==> src/rtl/vwt_pkg.sv <==
package vwt_pkg;

  typedef enum logic [1:0] {
    TAG_NONE = 2'd0,
    TAG_CB   = 2'd1,
    TAG_Y    = 2'd2,
    TAG_CR   = 2'd3
  } comp_tag_e;

  // window membership: begin inclusive, end exclusive, empty when begin >= end
  function automatic logic f_in_window(logic [15:0] pos, logic [15:0] wb, logic [15:0] we);
    return (wb < we) && (pos >= wb) && (pos < we);
  endfunction

  // component label from the offset to the window begin
  function automatic comp_tag_e f_tag(logic [15:0] pos, logic [15:0] wb, logic inwin);
    logic [15:0] off;
    off = pos - wb;
    if (!inwin) return TAG_NONE;
    case (off[1:0])
      2'd0:    return TAG_CB;
      2'd2:    return TAG_CR;
      default: return TAG_Y;
    endcase
  endfunction

  // half-rate enable, phase fixed by the window begin
  function automatic logic f_pix_ce(logic [15:0] pos, logic [15:0] wb);
    logic [15:0] off;
    off = pos - wb;
    return ~off[0];
  endfunction

endpackage

==> src/rtl/vwt_sav_detect.sv <==
module vwt_sav_detect #(
  parameter int DATA_W = 8
) (
  input  logic              clk,
  input  logic              rst_n,
  input  logic [DATA_W-1:0] din,
  output logic              sav_hit
);
  localparam logic [DATA_W-1:0] CODE_ONES  = {DATA_W{1'b1}};
  localparam logic [DATA_W-1:0] CODE_ZEROS = '0;
  localparam int H_BIT = DATA_W - 4;

  logic [DATA_W-1:0] hist0, hist1, hist2;

  always_ff @(posedge clk or negedge rst_n) begin
    if (!rst_n) begin
      hist0 <= '0;
      hist1 <= '0;
      hist2 <= '0;
    end else begin
      hist0 <= din;
      hist1 <= hist0;
      hist2 <= hist1;
    end
  end

  assign sav_hit = (hist2 == CODE_ONES) && (hist1 == CODE_ZEROS) &&
                   (hist0 == CODE_ZEROS) && !din[H_BIT];
endmodule

==> src/rtl/vwt_hcount.sv <==
module vwt_hcount #(
  parameter int POS_W        = 11,
  parameter int LINE_LEN_DEF = 1716
) (
  input  logic             clk,
  input  logic             rst_n,
  input  logic             sync_src,
  input  logic             ext_hsync,
  input  logic             sav_hit,
  input  logic [POS_W-1:0] line_len,
  output logic [POS_W-1:0] hcnt,
  output logic             ref_event
);
  localparam logic [POS_W-1:0] DEF_LEN = POS_W'(LINE_LEN_DEF);

  logic             hs_q;
  logic             ext_rise;
  logic [POS_W-1:0] len_sel;
  logic [POS_W-1:0] pos_last;

  always_ff @(posedge clk or negedge rst_n) begin
    if (!rst_n) hs_q <= 1'b0;
    else        hs_q <= ext_hsync;
  end

  assign ext_rise  = ext_hsync & ~hs_q;
  assign ref_event = sync_src ? sav_hit : ext_rise;
  assign len_sel   = (line_len == '0) ? DEF_LEN : line_len;
  assign pos_last  = len_sel - 1'b1;

  always_ff @(posedge clk or negedge rst_n) begin
    if (!rst_n)                hcnt <= '0;
    else if (ref_event)        hcnt <= '0;
    else if (hcnt == pos_last) hcnt <= '0;
    else                       hcnt <= hcnt + 1'b1;
  end
endmodule

==> src/rtl/vwt_window.sv <==
module vwt_window
  import vwt_pkg::*;
#(
  parameter int POS_W = 11
) (
  input  logic [POS_W-1:0] pos,
  input  logic [POS_W-1:0] win_begin,
  input  logic [POS_W-1:0] win_end,
  output logic             win,
  output logic [1:0]       tag,
  output logic             pce
);
  logic [15:0] pos16, wb16, we16;
  comp_tag_e   tag_e;

  assign pos16 = 16'(pos);
  assign wb16  = 16'(win_begin);
  assign we16  = 16'(win_end);
  assign win   = f_in_window(pos16, wb16, we16);
  assign tag_e = f_tag(pos16, wb16, win);
  assign tag   = tag_e;
  assign pce   = f_pix_ce(pos16, wb16);
endmodule

==> src/rtl/vwt_pipe.sv <==
module vwt_pipe #(
  parameter int W     = 8,
  parameter int DEPTH = 1
) (
  input  logic         clk,
  input  logic         rst_n,
  input  logic [W-1:0] d_in,
  output logic [W-1:0] d_out
);
  for (genvar i = 0; i < DEPTH; i++) begin : g_stage
    logic [W-1:0] q;
    logic [W-1:0] d;
    if (i == 0) begin : g_first
      assign d = d_in;
    end else begin : g_next
      assign d = g_stage[i-1].q;
    end
    always_ff @(posedge clk or negedge rst_n) begin
      if (!rst_n) q <= '0;
      else        q <= d;
    end
  end
  assign d_out = g_stage[DEPTH-1].q;
endmodule

==> src/rtl/vid_win_timing.sv <==
module vid_win_timing #(
  parameter int DATA_W       = 8,
  parameter int POS_W        = 11,
  parameter int LINE_LEN_DEF = 1716,
  parameter int OUT_DLY      = 2
) (
  input  logic              clk,
  input  logic              rst_n,
  input  logic              cfg_sync_src,
  input  logic [POS_W-1:0]  cfg_line_len,
  input  logic [POS_W-1:0]  cfg_win_begin,
  input  logic [POS_W-1:0]  cfg_win_end,
  input  logic              ext_hsync,
  input  logic [DATA_W-1:0] din,
  output logic [DATA_W-1:0] dout,
  output logic              win_act,
  output logic [1:0]        comp_tag,
  output logic              pix_ce,
  output logic [POS_W-1:0]  hpos
);
  localparam int PIPE_DEPTH = (OUT_DLY < 2) ? 1 : OUT_DLY - 1;
  localparam int BUNDLE_W   = POS_W + DATA_W + 1 + 2 + 1;

  // named internal events
  logic              sav_hit;
  logic              ref_event;
  logic [POS_W-1:0]  hcnt;

  // first stage: byte and its position
  logic [DATA_W-1:0] st1_data;
  logic [POS_W-1:0]  st1_pos;

  logic              win_c;
  logic [1:0]        tag_c;
  logic              pce_c;
  logic [BUNDLE_W-1:0] bundle_in, bundle_out;

  vwt_sav_detect #(.DATA_W(DATA_W)) u_sav (
    .clk(clk), .rst_n(rst_n), .din(din), .sav_hit(sav_hit)
  );

  vwt_hcount #(.POS_W(POS_W), .LINE_LEN_DEF(LINE_LEN_DEF)) u_cnt (
    .clk(clk), .rst_n(rst_n), .sync_src(cfg_sync_src), .ext_hsync(ext_hsync),
    .sav_hit(sav_hit), .line_len(cfg_line_len), .hcnt(hcnt), .ref_event(ref_event)
  );

  always_ff @(posedge clk or negedge rst_n) begin
    if (!rst_n) begin
      st1_data <= '0;
      st1_pos  <= '0;
    end else begin
      st1_data <= din;
      st1_pos  <= hcnt;
    end
  end

  vwt_window #(.POS_W(POS_W)) u_win (
    .pos(st1_pos), .win_begin(cfg_win_begin), .win_end(cfg_win_end),
    .win(win_c), .tag(tag_c), .pce(pce_c)
  );

  assign bundle_in = {st1_pos, st1_data, win_c, tag_c, pce_c};

  vwt_pipe #(.W(BUNDLE_W), .DEPTH(PIPE_DEPTH)) u_pipe (
    .clk(clk), .rst_n(rst_n), .d_in(bundle_in), .d_out(bundle_out)
  );

  assign {hpos, dout, win_act, comp_tag, pix_ce} = bundle_out;
endmodule

==> config.mk <==
export PLATFORM = sky130hd
export DESIGN_NAME = vid_win_timing
export DESIGN_NICKNAME = d
export VERILOG_FILES = /design/src/rtl/vwt_pkg.sv /design/src/rtl/vwt_sav_detect.sv /design/src/rtl/vwt_hcount.sv /design/src/rtl/vwt_window.sv /design/src/rtl/vwt_pipe.sv /design/src/rtl/vid_win_timing.sv
export SDC_FILE = /design/constraint.sdc
export NUM_CORES = 1
export LEC_CHECK = 0
export ABC_CLOCK_PERIOD_IN_PS = 2200
export BUFFER_PORTS_ARGS = -buffer_cell sky130_fd_sc_hd__buf_2
export CORE_UTILIZATION = 45
export CTS_CLUSTER_SIZE = 40
export DETAILED_ROUTE_END_ITERATION = 10
export PLACE_DENSITY_LB_ADDON = 0.15
export SLEW_MARGIN = 20
export SYNTH_ARGS = -nofsm -noshare
export SYNTH_HDL_FRONTEND = slang
export SYNTH_SLANG_ARGS = --single-unit
export TNS_END_PERCENT = 20
==> constraint.sdc <==
create_clock -name clk -period 2.2 [get_ports clk]
set_input_delay 0.44 -clock clk [delete_from_list [all_inputs] [get_ports clk]]
set_output_delay 0.44 -clock clk [all_outputs]
set_load 0.05 [all_outputs]
Word-level counts from Yosys, hierarchy flattened
Cells that the tools add are included.

word-level totals
  register bits after elaboration = 70
  latch bits = 0
  bits in writable memories = 0
  ROM bits = 0
  output and inout bits = 23
  memories = 0

cells by class
  add/subtract/negate cells = 3
  $mul = 0
  divide/modulo/power cells = 0
  order comparisons = 3
  equality and inequality tests = 3
  shifts and indexed selects = 0
  multiplexer cells = 6
  bitwise operators = 3
  reduce and logical (&&, ||, !) cells = 10

operators with widths
  operator                                                               count
  11-bit 2-to-1 mux                                                      3
  11-bit < comparator                                                    2
  8-bit logical NOT                                                      2
  11-bit by 1-bit adder with 11-bit output (second input constant)       1
  11-bit == test                                                         1
  11-bit >= comparator                                                   1
  11-bit logical NOT                                                     1
  11-bit by 1-bit subtractor with 11-bit output (second input constant)  1
  8-bit == test (second input constant)                                  1
  1-bit logical AND                                                      5
  2-bit one-hot mux with 2 select lines                                  1
  2-bit == test (second input constant)                                  1
  2-bit logical NOT                                                      1
  2-bit 2-to-1 mux                                                       1
  1-bit inverter                                                         2
  2-bit subtractor                                                       1
  1-bit AND                                                              1
  1-bit logical NOT                                                      1
  1-bit 2-to-1 mux                                                       1

Logic depth before layout (Yosys ltp)
Gate-level depths: netlist of the first run.

  word-level depth = 6
  depth in mapped cells = 9
  mapped depth without buffers = 8

Modules after synthesis
A second synthesis of the first run with hierarchy kept.

unflattened totals
  cells, all modules = 302
  area, all modules = 3590.9 µm²

by module, submodules not included
  module          instances  cells each  area an instance (µm²)  sequential area each (µm²)
  vwt_hcount      1          126         1103.6                  300.3
  vwt_window      1          99          759.5                   0.0
  vwt_sav_detect  1          35          676.9                   600.6
  vwt_pipe        1          23          575.6                   575.6
  vid_win_timing  1          19          475.5                   475.5

Worst setup path after synthesis of the first run
OpenSTA, ideal clock, no wires.

  kind = input port to flip-flop
  start point = in cfg_line_len[0]
  end point = reg u_cnt.hcnt[2]
  setup time = 0.143 ns
  arrival time = 2.279 ns
  path slack = -0.223 ns
  stages = 9
  path buffers = 1
  path through = inv_1 > ha_1 > or3b_1 > o41ai_4 > xor2_1 > a31oi_1 > a2111oi_2 > buf_6 > nor3_2

on the way
  word-level cells in the longest chain between the ends = 6

RTL lines
  element                                            line                  RTL
  start, declared                                    vid_win_timing.sv:10  input logic [POS_W-1:0] cfg_line_len,
  11-bit logical NOT                                 vwt_hcount.sv:28      assign len_sel = (line_len == '0) ? DEF_LEN : line_len;
  11-bit 2-to-1 mux (*)                              vwt_hcount.sv:28
  11-bit by 1-bit subtractor with 11-bit output (*)  vwt_hcount.sv:29      assign pos_last = len_sel - 1'b1;
  11-bit == test (*)                                 vwt_hcount.sv:34      else if (hcnt == pos_last) hcnt <= '0;
  11-bit 2-to-1 mux (*)                              vwt_hcount.sv:34
  11-bit 2-to-1 mux (*)                              vwt_hcount.sv:33      else if (ref_event) hcnt <= '0;
  end signal, assigned                               vwt_hcount.sv:35      else hcnt <= hcnt + 1'b1;
  end, declared                                      vwt_hcount.sv:11      output logic [POS_W-1:0] hcnt,

Every way passes the cells marked *; elsewhere a longest branch is shown, timed or not.

Worst setup path in the final report of the first run
  start point = in cfg_line_len[1]
  end point = reg u_cnt.hcnt[1]

Same word-level chain as after synthesis.

==> metrics.log, run 1 <==
INFO  metric dpl-instance-area = 0.00404 mm²
INFO  metric synthDistinctLibCells = 57
INFO  metric synth.cell_area = 0.00334 mm²
INFO  metric rsz_0062_raised_after_global_routing = yes
INFO  metric final_min_period_over_clock_period = 102%
INFO  metric edff_count_synth = 0
INFO  metric cts.sink_count = 62
INFO  metric cp-end-kind = flop
INFO  metric post-route-min-period = 2.25 ns
INFO  metric worstPathRequired = 2.41 ns
INFO  metric synthesis.instances = 304
INFO  metric worst_setup_path_startpoint = cfg_line_len[1]
INFO  metric drive_gt1_share = 35.8%
INFO  metric max_slew.worst_pin.slew = 0.655 ns
INFO  metric core_region_area = 0.00721 mm²
INFO  metric synth_sequential_area_ratio = 46.4%
INFO  metric cts_tree = built
INFO  metric area_delta_synth_final = 29.0%
INFO  metric global_route.usage.total = 19.7%
INFO  metric reg2reg_to = u_cnt.hcnt[1]
INFO  metric fp.dieArea = 0.00777 mm²
INFO  metric setup.worst_path.start_class = input port
INFO  metric drc = 0
INFO  metric cts_hold_repair.buffers = 0
INFO  metric detail-route-antenna-nets = 0
INFO  metric path_max_fanout = 6
INFO  metric groute.layer.met1.usage = 24.0%
INFO  metric fp.dieH = 88.2 µm
INFO  metric grt-ovfl-total = 0
INFO  metric grt.met2_usage = 33.5%
INFO  metric via_total_after_detailed_routing = 2680
INFO  metric setup.reg_to_reg.worst_slack = 0.11 ns
INFO  metric cellLeakagePower = 2.16 nW
INFO  metric synth.ff_latch_count = 62
INFO  metric yosysWarnings = 0
INFO  metric dieWidth = 88.2 µm
INFO  metric clock_tree.root_cell = sky130_fd_sc_hd__clkbuf_8
INFO  metric maxCapViolCount = 0
INFO  metric antenna_found_initial = 0
INFO  metric cpMaxStageDelayCell = sky130_fd_sc_hd__or4_4
INFO  metric grt.met3_usage = 4.34%
INFO  metric arrival = 2.47 ns
INFO  metric grt_start_max_net_pins = 30
INFO  metric clock_tree.htree_level_count = 3
INFO  metric finalInstanceArea = 0.00431 mm²
INFO  metric critical_path.max_stage_delay = 0.54 ns
INFO  metric timing.hold.worst.class = input port to asynchronous set/reset pin
INFO  metric routabilityCongestion = 0.901
INFO  metric grt_pass1_vias = 2578
INFO  metric finish.net_count = 485
INFO  metric initialDrtViolationCount = 124
INFO  metric yosys_most_used_dff = sky130_fd_sc_hd__dfrtp_1
INFO  metric synth_top_cell_area_share = 46.4%
INFO  metric detail_route.first_pass.iterations = 5
INFO  metric synthMostInstantiatedCell = sky130_fd_sc_hd__dfrtp_1
INFO  metric clock-skew-final = 0.00815 ns
INFO  metric timing.critical_path.cells = buf_12 -> or4_4 -> o311a_1 -> a211oi_2 -> o2111ai_2 -> a2111oi_4 -> buf_6 -> nor3b_1
INFO  metric wire_length_of_the_first_global_routing_pass = 11.6 mm
INFO  metric synth_top_cell_by_area = sky130_fd_sc_hd__dfrtp_1
INFO  metric grt.busiest_layer = met2
INFO  metric top_level_ports = 68
INFO  metric routed_wire_length_per_instance = 14.0 µm
INFO  metric crit-reg2reg-launch = u_cnt.hcnt[3]
INFO  metric async_flop_share = 100%
INFO  metric maxClockFrequency = 444 MHz
INFO  metric worstSetupPathType = input port to flop
INFO  metric io_buffer_count = 67
INFO  metric route.final.wire_length = 7.12 mm
INFO  metric viasPerCell = 5.25
INFO  metric maximum_clock_insertion_buffer_count = 2
INFO  metric fin_hold_ws = 0.131 ns
INFO  metric power_density_cells = 739 mW/mm²
INFO  metric antenna-diode-count = 0
INFO  metric numCtsBuffers = 9
INFO  metric failing_checks = setup timing
INFO  metric place.detailed.hpwl = 5.53 mm
INFO  metric synthesis.nets = 383
INFO  metric synth.area.top_cells = sky130_fd_sc_hd__dfrtp_1 (46%), sky130_fd_sc_hd__ha_1 (13%), sky130_fd_sc_hd__nor3_2 (3.3%)
INFO  metric start_util = 46.3%
INFO  metric p_total = 3.18 mW
INFO  metric r2r_worst_path_depth = 7
INFO  metric finalSetupViolations = 11
INFO  metric setup_ws = -0.0520 ns
INFO  metric synth_commonest_cells = sky130_fd_sc_hd__dfrtp_1 (62), sky130_fd_sc_hd__ha_1 (34), sky130_fd_sc_hd__inv_1 (29)
INFO  metric maxSlewHeadroom = 56.3%
INFO  metric insertion_delay = 0.34 ns
INFO  metric path_clk_slew = 0.07 ns
INFO  metric crit_path_end = u_cnt.hcnt[1]
INFO  metric finalHoldViolCount = 0
INFO  metric final_max_slew_viol_count = 0
INFO  metric outcome = finished with violations
INFO  metric std_cell_rows = 31
INFO  metric syn_area_per_cell = 11.0 µm²
INFO  metric vdd_drop_max = 0.000438 V
## power breakdown
part           switching (mW)  leakage [nW]  internal, mW
Clock                   0.469        0.0870         0.421
Combinational           0.521          1.29         0.370
Sequential              0.123         0.784          1.28
## critical path: cells and delay by family
| family | cells | cell delay (ns) |
|---|---|---|
| AND/OR/NAND/NOR | 2 | 0.60 |
| buffers and inverters | 2 | 0.31 |
| AO/OA/AOI/OAI | 4 | 1.10 |
## how the worst min path moves through the flow
stage / startpoint / endpoint / slack [ns] / cells past startpoint
2_1_floorplan: rst_n / st1_pos[0] / 0.14 / 0
3_3_place_gp: u_sav.hist0[6] / u_pipe.d_out[10] / 0.36 / 0
3_5_place_dp: u_sav.hist0[1] / u_pipe.d_out[5] / 0.36 / 0
4_1_cts: rst_n / u_pipe.d_out[2] / 0.15 / 1
5_1_grt: rst_n / u_pipe.d_out[13] / 0.17 / 1
6_report: rst_n / u_pipe.d_out[1] / 0.13 / 1
## metrics by stage
step | util, % | worst slack (ns) | cells | TNS (ns)
2_1_floorplan | - | -0.157 | 304 | -1.54
3_3_place_gp | 56.0 | -0.367 | 492 | -3.93
3_5_place_dp | 56.0 | -0.389 | 492 | -4.18
4_1_cts | 58.5 | 0.00230 | 508 | 0
5_1_grt | 59.7 | -0.0948 | 510 | -0.831
6_report | 59.7 | -0.0520 | 510 | -0.327
## cells in the final DEF, fill, tap and decap left out, drive strengths merged, types with 8 or more instances in the layout
| master | netlist | layout |
|---|---|---|
| o21ai | 8 | 8 |
| dfrtp | 62 | 62 |
| nor3 | 17 | 17 |
| inv | 29 | 33 |
| buf | 3 | 103 |
| ha | 34 | 34 |
| nor2 | 16 | 16 |
| xnor2 | 8 | 8 |
| clkbuf | 9 | 9 |
| xor2 | 9 | 9 |
| a21oi | 10 | 10 |
| nand3 | 9 | 9 |
## flip-flops by register name, indices dropped and copies added (netlist names)
| register | count |
|---|---|
| u_sav.hist0 | 8 |
| st1_pos | 11 |
| u_pipe.d_out | 23 |
| u_cnt.hs_q | 1 |
| u_sav.hist2 | 8 |
| u_cnt.hcnt | 11 |
## metal layers
metal	part of all wire (%)	up-vias	routed length, µm
met4	2.4	0	171
met5	0	-	0
met2	49	80	3500
li1	-	1313	-
met3	4.4	17	310
met1	44	1270	3130
## cell families after synthesis
| family | after synthesis | synth area share [%] |
|---|---|---|
| AND/OR/NAND/NOR | 90 | 17.0 |
| buffers and inverters | 41 | 5.32 |
| AO/OA/AOI/OAI | 56 | 12.8 |
| flip-flops | 62 | 46.4 |
| adder cells (fa/ha/maj) | 34 | 12.7 |
| multiplexers | 4 | 1.20 |
| XOR/XNOR | 17 | 4.46 |
## cell type report
class	count	area (µm²)
Tap cell	99	124
Clock inverter	7	55.1
Sequential cell	62	1550
Clock buffer	9	124
Multi-Input combinational cell	201	1680
Inverter	29	129
Fill cell	649	2900
Timing Repair Buffer	103	651
## timing repair
item | 4_1_cts | 5_1_grt
pin swaps | 0 | 10
gates resized for setup | 1 | 21
setup endpoints to repair | 9 | 11
buffers inserted | 0 | 1
cloned | 0 | 1
(Power assumes the default switching activity.)
==> run 2: changes to the inputs <==
--- a/config.mk
+++ b/config.mk
@@ -7,10 +7,11 @@
 export LEC_CHECK = 0
 export ABC_CLOCK_PERIOD_IN_PS = 2200
 export BUFFER_PORTS_ARGS = -buffer_cell sky130_fd_sc_hd__buf_2
-export CORE_UTILIZATION = 45
+export CORE_UTILIZATION = 39
 export CTS_CLUSTER_SIZE = 40
 export DETAILED_ROUTE_END_ITERATION = 10
 export PLACE_DENSITY_LB_ADDON = 0.15
+export SKIP_CTS_REPAIR_TIMING = 1
 export SLEW_MARGIN = 20
 export SYNTH_ARGS = -nofsm -noshare
 export SYNTH_HDL_FRONTEND = slang
==> metrics.log, run 2 (synthesis gave the netlist of run 1 again) <==
INFO  metric path_clk_slew = 0.08 ns
INFO  metric cellLeakagePower = 2.17 nW
INFO  metric grt.met3_usage = 4.99%
INFO  metric outcome = finished with violations
INFO  metric timing.hold.worst.class = input port to asynchronous set/reset pin
INFO  metric antenna_found_initial = 0
INFO  metric top_level_ports = 68
INFO  metric rsz_0062_raised_after_global_routing = yes
INFO  metric power_density_cells = 741 mW/mm²
INFO  metric final_min_period_over_clock_period = 101%
INFO  metric numCtsBuffers = 9
INFO  metric most-common-layout-cells = sky130_fd_sc_hd__buf_2 (66), sky130_fd_sc_hd__dfrtp_1 (62), sky130_fd_sc_hd__ha_1 (33)
INFO  metric setup.worst_path.start_class = input port
INFO  metric grt.busiest_layer = met2
INFO  metric failing_checks = setup timing
INFO  metric groute.layer.met1.usage = 23.2%
INFO  metric viasPerCell = 5.11
INFO  metric maximum_clock_insertion_buffer_count = 2
INFO  metric worstPathRequired = 2.46 ns
INFO  metric std_cell_rows = 33
INFO  metric clock_tree.htree_level_count = 3
INFO  metric top_cell_family_by_delay_on_the_critical_path = simple AND/OR/NAND/NOR gates
INFO  metric setup_ws = -0.0303 ns
INFO  metric initialDrtViolationCount = 143
INFO  metric global_route.usage.total = 18.0%
INFO  metric path_max_fanout = 6
INFO  metric via_total_after_detailed_routing = 2621
INFO  metric most_common_library_cell_in_the_layout_ignoring_fill_and_taps = sky130_fd_sc_hd__buf_2
INFO  metric worstSetupPathType = input port to flop
INFO  metric grt-ovfl-total = 0
INFO  metric max_slew.worst_pin.slew = 0.411 ns
INFO  metric post-place-ws = -0.435 ns
INFO  metric maxSlewHeadroom = 72.4%
INFO  metric fin_hold_ws = 0.0773 ns
INFO  metric routed_wire_length_per_instance = 14.3 µm
INFO  metric cp-end-kind = flop
INFO  metric finalInstanceArea = 0.00432 mm²
INFO  metric io_buffer_count = 67
INFO  metric routabilityCongestion = 0.833
INFO  metric finalHoldViolCount = 0
INFO  metric area_delta_synth_final = 29.2%
INFO  metric dpl-instance-area = 0.00401 mm²
INFO  metric start_util = 40.5%
INFO  metric fp.dieH = 94.6 µm
INFO  metric grt.met2_usage = 29.8%
INFO  metric finish.net_count = 482
INFO  metric setup.reg_to_reg.worst_slack = 0.12 ns
INFO  metric crit-reg2reg-launch = u_cnt.hcnt[10]
INFO  metric timing.critical_path.cells = buf_8 -> inv_8 -> ha_4 -> or3b_4 -> buf_4 -> or4_1 -> a31oi_4 -> a2111oi_4 -> buf_4 -> buf_8 -> nor3b_1
INFO  metric cts_tree = built
INFO  metric core_region_area = 0.00826 mm²
INFO  metric critical_path.n_buffers_inverters = 5
INFO  metric dieWidth = 94.6 µm
INFO  metric wire_length_of_the_first_global_routing_pass = 12.3 mm
INFO  metric grt_pass1_vias = 2590
INFO  metric detail_route.first_pass.iterations = 4
INFO  metric maxClockFrequency = 448 MHz
INFO  metric cts.sink_count = 62
INFO  metric antenna-diode-count = 0
INFO  metric place.detailed.hpwl = 5.61 mm
INFO  metric vdd_drop_max = 0.000442 V
INFO  metric clock_tree.root_cell = sky130_fd_sc_hd__clkbuf_8
INFO  metric largest_reg_flops = 23
INFO  metric route.final.wire_length = 7.35 mm
INFO  metric r2r_worst_path_depth = 8
INFO  metric insertion_delay = 0.35 ns
INFO  metric final_max_slew_viol_count = 0
INFO  metric clock-skew-final = 0.0113 ns
INFO  metric p_total = 3.20 mW
INFO  metric drc = 0
INFO  metric maxCapViolCount = 0
INFO  metric detail-route-antenna-nets = 0
INFO  metric arrival = 2.49 ns
INFO  metric fp.dieArea = 0.00894 mm²
INFO  metric post-route-min-period = 2.23 ns
INFO  metric drive_gt1_share = 35.8%
INFO  metric cpMaxStageDelayCell = sky130_fd_sc_hd__or4_1
INFO  metric finalSetupViolations = 5
INFO  metric grt_start_max_net_pins = 63
INFO  metric reg2reg_to = u_cnt.hcnt[5]
INFO  metric critical_path.max_stage_delay = 0.45 ns
[run 2: worst max-delay path by stage]
stage | end | depth (start not counted) | slack, ns | from
finish | u_cnt.hcnt[1] | 11 | -0.03 | cfg_line_len[0]
global route | u_cnt.hcnt[1] | 11 | -0.08 | cfg_line_len[0]
detailed placement | u_cnt.hcnt[1] | 10 | -0.44 | cfg_line_len[1]
global placement | u_cnt.hcnt[1] | 10 | -0.40 | cfg_line_len[1]
CTS | u_cnt.hcnt[1] | 10 | -0.07 | cfg_line_len[1]
floorplan | u_cnt.hcnt[2] | 9 | -0.16 | cfg_line_len[1]
[run 2: where the power goes]
group          internal [mW]  total, mW  switching, mW
registers               1.28       1.40          0.121
logic                  0.360      0.888          0.528
clock network          0.421      0.911          0.490
[run 2: cell type report]
type                       instances  area, µm²
clock buffer                       9        124
clock inverter                     7       56.3
fill                             764       3940
inverter                          29        129
multi-input combinational        201       1700
sequential                        62       1550
tap                              105        131
timing repair buffer             100        626
[run 2: through the flow]
stage | std cells | setup TNS [ns] | util (%)
after floorplan | 304 | -1.54 | -
after global placement | 493 | -4.30 | 48.6
after detailed placement | 493 | -4.64 | 48.6
after CTS | 509 | -0.648 | 50.8
after global routing | 513 | -0.630 | 52.3
final | 513 | -0.0694 | 52.3
[run 2: per-layer routing]
layer  vias up  share of wire [%]
met4         0               0.83
met5         -                  0
li1       1306                  -
met1      1230                 45
met2        76                 48
met3         9                5.6
==> run 3: changes to the inputs <==
--- a/config.mk
+++ b/config.mk
@@ -5,7 +5,8 @@
 export SDC_FILE = /design/constraint.sdc
 export NUM_CORES = 1
 export LEC_CHECK = 0
-export ABC_CLOCK_PERIOD_IN_PS = 2200
+export ABC_AREA = 1
+export ABC_CLOCK_PERIOD_IN_PS = 2230
 export BUFFER_PORTS_ARGS = -buffer_cell sky130_fd_sc_hd__buf_2
 export CORE_UTILIZATION = 39
 export CTS_CLUSTER_SIZE = 40
@@ -16,4 +17,3 @@
 export SYNTH_ARGS = -nofsm -noshare
 export SYNTH_HDL_FRONTEND = slang
 export SYNTH_SLANG_ARGS = --single-unit
-export TNS_END_PERCENT = 20
==> constraint.sdc (replaced) <==
create_clock -name clk -period 2.23 [get_ports clk]
set_input_delay 0.446 -clock clk [delete_from_list [all_inputs] [get_ports clk]]
set_output_delay 0.446 -clock clk [all_outputs]
set_load 0.05 [all_outputs]
==> metrics.log, run 3 <==
INFO  metric synth.cell_area = 0.00325 mm²
INFO  metric antenna-diode-count = 0
INFO  metric cts.sink_count = 62
INFO  metric edff_count_synth = 0
INFO  metric post-route-min-period = 1.88 ns
INFO  metric routed_wire_length_per_instance = 11.2 µm
INFO  metric arrival = 2.10 ns
INFO  metric synth_top_cell_by_area = sky130_fd_sc_hd__dfrtp_1
INFO  metric synth_sequential_area_ratio = 47.8%
INFO  metric clock-skew-final = 0.0101 ns
INFO  metric std_cell_rows = 32
INFO  metric cts_tree = built
INFO  metric final_max_slew_viol_count = 0
INFO  metric synthMostInstantiatedCell = sky130_fd_sc_hd__nand2_1
INFO  metric global_route.usage.total = 15.2%
INFO  metric async_flop_share = 100%
INFO  metric via_total_after_detailed_routing = 2564
INFO  metric largest_reg_flops = 23
INFO  metric post-place-ws = -0.000665 ns
INFO  metric clock_tree.root_cell = sky130_fd_sc_hd__clkbuf_8
INFO  metric numCtsBuffers = 9
INFO  metric route.final.wire_length = 6.15 mm
INFO  metric maxClockFrequency = 532 MHz
INFO  metric maxSlewHeadroom = 54.4%
INFO  metric path_clk_slew = 0.07 ns
INFO  metric drive_gt1_share = 25.2%
INFO  metric finalInstanceArea = 0.00394 mm²
INFO  metric vdd_drop_max = 0.000309 V
INFO  metric initialDrtViolationCount = 66
INFO  metric finalSetupViolations = 0
INFO  metric timing.hold.worst.class = input port to asynchronous set/reset pin
INFO  metric setup.worst_path.start_class = input port
INFO  metric max_slew.worst_pin.slew = 0.682 ns
INFO  metric area_delta_synth_final = 21.3%
INFO  metric fp.dieArea = 0.00870 mm²
INFO  metric viasPerCell = 4.69
INFO  metric detail_route.first_pass.iterations = 4
INFO  metric top_level_ports = 68
INFO  metric antenna_found_initial = 0
INFO  metric grt-ovfl-total = 0
INFO  metric drc = 0
INFO  metric synthesis.nets = 436
INFO  metric cellLeakagePower = 2.16 nW
INFO  metric post-place-cells = 531
INFO  metric yosysWarnings = 0
INFO  metric yosys_most_used_dff = sky130_fd_sc_hd__dfrtp_1
INFO  metric finalHoldViolCount = 0
INFO  metric place.detailed.hpwl = 5.11 mm
INFO  metric final_min_period_over_clock_period = 84.2%
INFO  metric most-common-layout-cells = sky130_fd_sc_hd__nand2_1 (67), sky130_fd_sc_hd__buf_2 (67), sky130_fd_sc_hd__dfrtp_1 (62)
INFO  metric detail-route-antenna-nets = 0
INFO  metric grt_start_max_net_pins = 43
INFO  metric power_density_cells = 761 mW/mm²
INFO  metric dieWidth = 93.3 µm
INFO  metric synth.ff_latch_count = 62
INFO  metric synth_top_cell_area_share = 47.8%
INFO  metric dpl-instance-area = 0.00377 mm²
INFO  metric insertion_delay = 0.34 ns
INFO  metric synth_commonest_cells = sky130_fd_sc_hd__nand2_1 (67), sky130_fd_sc_hd__dfrtp_1 (62), sky130_fd_sc_hd__inv_1 (57)
INFO  metric r2r_worst_path_depth = 6
INFO  metric synthesis.instances = 357
INFO  metric wire_length_of_the_first_global_routing_pass = 10.1 mm
INFO  metric worstSetupPathType = input port to flop
INFO  metric grt_pass1_vias = 2323
INFO  metric fin_hold_ws = 0.0676 ns
INFO  metric fp.dieH = 93.3 µm
INFO  metric core_region_area = 0.00789 mm²
INFO  metric maxCapViolCount = 0
INFO  metric syn_area_per_cell = 9.10 µm²
INFO  metric setup_ws = 0.352 ns
INFO  metric routabilityCongestion = 0.899
INFO  metric utilization = 49.9%
INFO  metric fillers = 773
INFO  metric finish.net_count = 519
INFO  metric maximum_clock_insertion_buffer_count = 2
INFO  metric rsz_0062_raised_after_global_routing = no
INFO  metric final_cell_count_no_fill = 547
INFO  metric path_max_fanout = 11
INFO  metric clock_tree.htree_level_count = 3
INFO  metric synth.area.top_cells = sky130_fd_sc_hd__dfrtp_1 (48%), sky130_fd_sc_hd__ha_1 (13%), sky130_fd_sc_hd__nand2_1 (7.7%)
INFO  metric synthDistinctLibCells = 32
INFO  metric start_util = 41.2%
INFO  metric outcome = complete, no violations
INFO  metric cp-end-kind = flop
INFO  metric io_buffer_count = 67
INFO  metric worstPathRequired = 2.46 ns
[run 3: cell types whose count changed after synthesis, sizes merged, moves of 5 or more]
cell / change
nor2: +24
xor2: -5
clkbuf: -8
a21oi: +6
inv: +28
nand3: +14
nand4: +6
a21o: -6
nor3: -13
nand2: +64
xnor2: -6
[run 3: logic make-up (layout without fill, tap and decap cells)]
logic type / Yosys count / in the layout / synth area share, %
and+or+nand+nor: 162 / 162 / 24.0
DFF: 62 / 62 / 47.8
buffers and inverters: 60 / 148 / 7.51
adders and majority gates: 34 / 34 / 13.1
AOI/OAI and AO/OA: 33 / 33 / 6.01
xor gates and xnor gates: 6 / 6 / 1.62
[run 3: metal layers]
layer  vias up  global-route usage, %  routed length (µm)  share of wire, %
li1       1332                      -                   -                 -
met1      1166                   19.2                2900                47
met2        57                   24.8                2860                46
met3         9                   3.41                 271               4.4
met4         0                   7.05                 119               1.9
met5         -                      0                   0                 0
[run 3: path summary, 6_finish.rpt]
path | slack (ns) | start | endpoint
max | 0.35 | cfg_line_len[0] | u_cnt.hcnt[10]
min | 0.07 | rst_n | u_pipe.d_out[21]
max reg2reg | 0.50 | u_sav.hist0[3] | u_cnt.hcnt[6]
min reg2reg | 0.38 | u_sav.hist0[5] | u_pipe.d_out[9]
max in group asynchronous | 1.59 | rst_n | st1_pos[2]
min in group clk | 0.21 | din[6] | u_sav.hist0[6]
[run 3: cell type report]
class	count	area, µm²	share of cell area (%)
multi-input cells	235	1450	36.9
inverters	57	214	5.43
clock buffers	9	124	3.14
repair buffers	75	420	10.7
well taps	102	128	3.24
clock inverters	7	48.8	1.24
flip-flops and latches	62	1550	39.4
[run 3: critical path: stages]
cell and delay [ns]:
sky130_fd_sc_hd__buf_2 0.09, sky130_fd_sc_hd__inv_1 0.05, sky130_fd_sc_hd__ha_1 0.21, sky130_fd_sc_hd__nand2_2 0.09
sky130_fd_sc_hd__nor2_4 0.04, sky130_fd_sc_hd__nand2_4 0.10, sky130_fd_sc_hd__nand3_1 0.12, sky130_fd_sc_hd__o21ai_0 0.29
sky130_fd_sc_hd__nand2_1 0.09, sky130_fd_sc_hd__nand2_1 0.06, sky130_fd_sc_hd__nand2_1 0.04, sky130_fd_sc_hd__inv_1 0.04
sky130_fd_sc_hd__nand4_1 0.08, sky130_fd_sc_hd__nor2_2 0.16, sky130_fd_sc_hd__buf_12 0.16, sky130_fd_sc_hd__nor2_1 0.04
[run 3: stage by stage]
stage	TNS [ns]	total power, mW
global route	0	3.19
global placement	0	2.16
floorplan	0	1.93
detailed placement	-0.000665	2.18
finish	0	3.00
CTS	0	3.04
[run 3: report_power, final]
group	internal [mW]	total (mW)	switching, mW
registers	1.27	1.37	0.107
clock network	0.405	0.849	0.443
logic	0.271	0.775	0.503
